### src/rtl/gpio_irq_pkg.sv
package gpio_irq_pkg;

  // Direction encoding shared by the whole expander
  localparam logic DIR_OUT = 1'b0;
  localparam logic DIR_IN  = 1'b1;

  // Lowest pin index of a port
  function automatic int port_base(input int port, input int width);
    return port * width;
  endfunction

endpackage

### src/rtl/gpio_port_watch.sv
module gpio_port_watch #(
  parameter int PORT_W = 8
) (
  input  logic              clk,
  input  logic              rst_n,
  input  logic [PORT_W-1:0] pin,
  input  logic [PORT_W-1:0] snap,
  input  logic [PORT_W-1:0] dir,
  input  logic              rd,
  output logic              pend_next,
  output logic              pend_q
);
  import gpio_irq_pkg::*;

  // Bits that may raise a request: input direction and level mismatch
  function automatic logic [PORT_W-1:0] live_diff(
    input logic [PORT_W-1:0] p,
    input logic [PORT_W-1:0] s,
    input logic [PORT_W-1:0] d
  );
    logic [PORT_W-1:0] r;
    for (int i = 0; i < PORT_W; i++)
      r[i] = (d[i] == DIR_IN) && (p[i] != s[i]);
    return r;
  endfunction

  logic [PORT_W-1:0] diff_bits;
  logic              any_diff;

  assign diff_bits = live_diff(pin, snap, dir);
  assign any_diff  = |diff_bits;
  // A read recaptures the snapshot on this edge, so the port stays quiet
  assign pend_next = any_diff && !rd;

  always_ff @(posedge clk or negedge rst_n) begin
    if (!rst_n) pend_q <= 1'b0;
    else        pend_q <= pend_next;
  end


  read_clears_chk: assert property (@(posedge clk) disable iff (!rst_n)
    rd |=> !pend_q);


  outputs_masked_chk: assert property (@(posedge clk) disable iff (!rst_n)
    (dir == '0) |=> !pend_q);

endmodule

### src/rtl/gpio_irq_merge.sv
module gpio_irq_merge #(
  parameter int PORTS = 2
) (
  input  logic             clk,
  input  logic             rst_n,
  input  logic [PORTS-1:0] pend_next,
  output logic             irq_n,
  output logic             irq_drv
);
  logic any_pend;
  assign any_pend = |pend_next;

  always_ff @(posedge clk or negedge rst_n) begin
    if (!rst_n) begin
      irq_n   <= 1'b1;
      irq_drv <= 1'b0;
    end else begin
      irq_n   <= !any_pend;
      irq_drv <= any_pend;
    end
  end


  raise_chk: assert property (@(posedge clk) disable iff (!rst_n)
    (|pend_next) |=> !irq_n);


  release_chk: assert property (@(posedge clk) disable iff (!rst_n)
    !(|pend_next) |=> irq_n);


  drive_match_chk: assert property (@(posedge clk) disable iff (!rst_n)
    irq_drv != irq_n);

endmodule

### src/rtl/gpio_change_irq.sv
module gpio_change_irq #(
  parameter int PORTS  = 2,
  parameter int PORT_W = 8,
  localparam int PIN_W = PORTS * PORT_W
) (
  input  logic             clk,
  input  logic             rst_n,
  input  logic [PIN_W-1:0] pin_lvl,
  input  logic [PIN_W-1:0] in_snap,
  input  logic [PIN_W-1:0] dir_in,
  input  logic [PORTS-1:0] snap_rd,
  output logic             irq_n,
  output logic             irq_drv
);
  import gpio_irq_pkg::*;

  logic [PORTS-1:0] port_pend_next;
  logic [PORTS-1:0] port_pend_q;

  for (genvar p = 0; p < PORTS; p++) begin : g_port
    localparam int LO = port_base(p, PORT_W);
    gpio_port_watch #(.PORT_W(PORT_W)) u_watch (
      .clk       (clk),
      .rst_n     (rst_n),
      .pin       (pin_lvl[LO +: PORT_W]),
      .snap      (in_snap[LO +: PORT_W]),
      .dir       (dir_in[LO +: PORT_W]),
      .rd        (snap_rd[p]),
      .pend_next (port_pend_next[p]),
      .pend_q    (port_pend_q[p])
    );
  end

  gpio_irq_merge #(.PORTS(PORTS)) u_merge (
    .clk       (clk),
    .rst_n     (rst_n),
    .pend_next (port_pend_next),
    .irq_n     (irq_n),
    .irq_drv   (irq_drv)
  );

  if (PORTS >= 2) begin : g_iso

    port_isolation_chk: assert property (@(posedge clk) disable iff (!rst_n)
      (snap_rd[0] && port_pend_next[1]) |=> (!irq_n && port_pend_q[1]));
  end

endmodule

### config.mk
export PLATFORM = sky130hd
export DESIGN_NAME = gpio_change_irq
export DESIGN_NICKNAME = d
export VERILOG_FILES = /design/src/rtl/gpio_irq_pkg.sv /design/src/rtl/gpio_port_watch.sv /design/src/rtl/gpio_irq_merge.sv /design/src/rtl/gpio_change_irq.sv
export SDC_FILE = /design/constraint.sdc
export NUM_CORES = 1
export LEC_CHECK = 0
export BUFFER_PORTS_ARGS = -buffer_cell sky130_fd_sc_hd__buf_2
export CORE_AREA = 2 2 39 41
export DETAILED_ROUTE_END_ITERATION = 7
export DIE_AREA = 0 0 41 43
export PLACE_DENSITY = 0.81
export SLEW_MARGIN = 15
export SYNTH_ARGS = -nofsm -noshare
export SYNTH_HDL_FRONTEND = slang
export SYNTH_HIERARCHICAL = 1
export SYNTH_SLANG_ARGS = --single-unit
export TNS_END_PERCENT = 20
### constraint.sdc
create_clock -name clk -period 0.8 [get_ports clk]
set_input_delay 0.16 -clock clk [delete_from_list [all_inputs] [get_ports clk]]
set_output_delay 0.16 -clock clk [all_outputs]
set_load 0.03 [all_outputs]
==> summary.txt <==
Clock tree
  – Clock sinks: 2
  – Deepest level of the CTS H-tree: 1
  – Clock transition time at the flip-flop clock pins of the worst setup and hold paths: 0.03 ns
  – Root buffer cell: sky130_fd_sc_hd__clkbuf_4
  – Clock tree from TritonCTS: done
  – CTS Buf Count: 3
  – CTS max path bufs: 2

Drt
  – Avg Vias per Cell: roughly 4.4
  – Routed len/inst: 9.42 µm
  – Number of iterations in the first detailed-routing pass: 2
  – Sum of routed wire length over all layers: 989 µm
  – Number of DRC markers in iteration 0: 3
  – Post-detailed-route DRC marker count: 0
  – Routed Antenna Nets: 0
  – Vias after detailed routing: 464

Finish
  – Diodes inserted: 0
  – Fillers: 143
  – Non-Filler Cell Area, Final: between 600 and 700 µm²
  – Share of cells above drive strength 1: 0.663
  – NumNets Final: approximately 140
  – Most used cells in the layout excluding fill and tap cells: sky130_fd_sc_hd__buf_2 (51), sky130_fd_sc_hd__xor2_1 (16), sky130_fd_sc_hd__a22oi_1 (8), sky130_fd_sc_hd__clkbuf_4 (3), sky130_fd_sc_hd__buf_6 (2)
  – Most common cell after layout, fill and taps aside: sky130_fd_sc_hd__buf_2
  – Area growth, synth to finish: 125%

Die
  – Die Span X: 41 µm
  – Die span in y: 43 µm
  – Number of primary I/O pins: 54
  – # rows: 14
  – Die area: about 1800 µm²
  – Core outline area: roughly 1400 µm²
  – Initial standard-cell utilization of the core: 0.202

Worst setup path
  – Delay of the slowest cell on the worst path: 0.51 ns
  – Library cell contributing the largest single delay on the critical path: sky130_fd_sc_hd__dfstp_2
  – Worst Path Arrival: 0.85 ns
  – Data required time of the critical path: 0.64 ns
  – Setup crit start kind: flip-flop
  – Worst-path maximum fanout: 1
  – Series of cell instances along the critical path: buf_6
  – Buffering stage count on the worst path with inverters included: 1
  – CP Class: flip-flop to primary output
  – Cell family with most CP delay: flip-flops
  – Critical path endpoint category: primary output

Power and ir drop
  – Maximum ir drop on the vdd rail: roughly 0.37 mV
  – Pleak: 0.354 nW
  – Cell Pwr Density: about 1100 nW/µm²

STA
  – Minimum clock period after layout: roughly 1.0 ns
  – Final Hold Violating Endpoints: 0
  – Slew at the pin closest to its max-slew limit: 0.205 ns
  – Tcrit/Tclk final: 1.27
  – Sum of negative setup slack: -0.476 ns
  – Slew HR: 0.862
  – Fmax achieved: approximately 990 MHz
  – Final slew viol count: 0
  – # setup viols final: 4
  – Unrepaired setup endpoints after global routing: yes
  – Setup ws final: -0.214 ns

Place
  – Buffers added on ports: 53
  – Cell area after placement: approximately 570 µm²
  – Pre-CTS setup slack: -0.381 ns
  – Detailed Place HPWL: 891 µm
  – Final weighted congestion in routability-driven placement: slightly below 0.6

Global route
  – Maximum number of pins on one net before global-route repair: 3
  – Grt total ovfl: 0
  – Aggregate global-route resource usage: 0.107
  – Antenna violations before repair: 0
  – Wire length of the first global-routing pass: between 1000 and 1500 µm
  – Vias in the first global route: 414

Yosys
  – Warnings from Yosys: 6
  – Gate count of the mapped netlist: 30
  – Netlist area before placement: 279 µm²
  – Average footprint of a synthesized cell: roughly 9.3 µm²
  – Mapped Nets: 82

Worst hold path
  – Hold crit path type: input pin to flip-flop

Outcome
  – Result of the run: finished with violations
  – Violations in the final reports: setup timing

Run
  – Count of max-cap constraint violations: 0
## registers in the layout, indices dropped and copies added (netlist names)
signal and count:
u_merge/irq_drv 1, u_merge/irq_n 1
## final timing paths
kind,startpoint,to,slack [ns],cells past startpoint
max,u_merge/irq_n,irq_n,-0.21,1
min,snap_rd[0],u_merge/irq_n,0.18,3
max in group asynchronous,rst_n,u_merge/irq_n,0.34,2
min in group asynchronous,rst_n,u_merge/irq_drv,0.26,2
## per-stage QoR
stage | std cells | util | power [mW] | hold slack (ns)
6_report | 105 | 0.454 | 0.663 | 0.180
5_1_grt | 105 | 0.454 | 0.715 | 0.192
4_1_cts | 105 | 0.448 | 0.672 | 0.188
3_5_place_dp | 100 | 0.413 | 0.396 | -0.0529
3_3_place_gp | 100 | 0.413 | 0.386 | -0.0564
2_1_floorplan | 30 | - | 0.232 | -0.136
## report_power, final
part	total (mW)	switching (mW)	leakage, nW	internal, mW
Clock	0.248	0.0622	0.0150	0.185
Combinational	0.296	0.120	0.318	0.176
Sequential	0.119	0.00407	0.0210	0.115
Total	0.663	0.186	0.354	0.477
## area by class of cell
class	count	area [µm²]	share of cell area
clock buffer	4	26.3	0.0418
multi-input combinational	28	235	0.375
sequential	2	51.3	0.0817
tap	16	20.0	0.0319
timing repair buffer	55	295	0.470
## metal layers
| metal | vias to the layer above | GRT usage | share of wire |
|---|---|---|---|
| met1 | 204 | 0.0703 | 0.29 |
| met4 | 0 | 0.0733 | 0.012 |
| met3 | 2 | 0.0157 | 0.090 |
| li1 | 229 | - | - |
| met2 | 29 | 0.222 | 0.60 |
| met5 | - | 0 | 0 |
## repair_timing
item,4_1_cts,5_1_grt
gates resized for setup,4,1
endpoints found under the hold margin,2,0
setup buffers,0,0
cloned,0,0
endpoints found under the setup margin,4,4
hold buffers,1,0
pin swaps,0,0
Note: power is estimated with default switching activity, not from simulation.
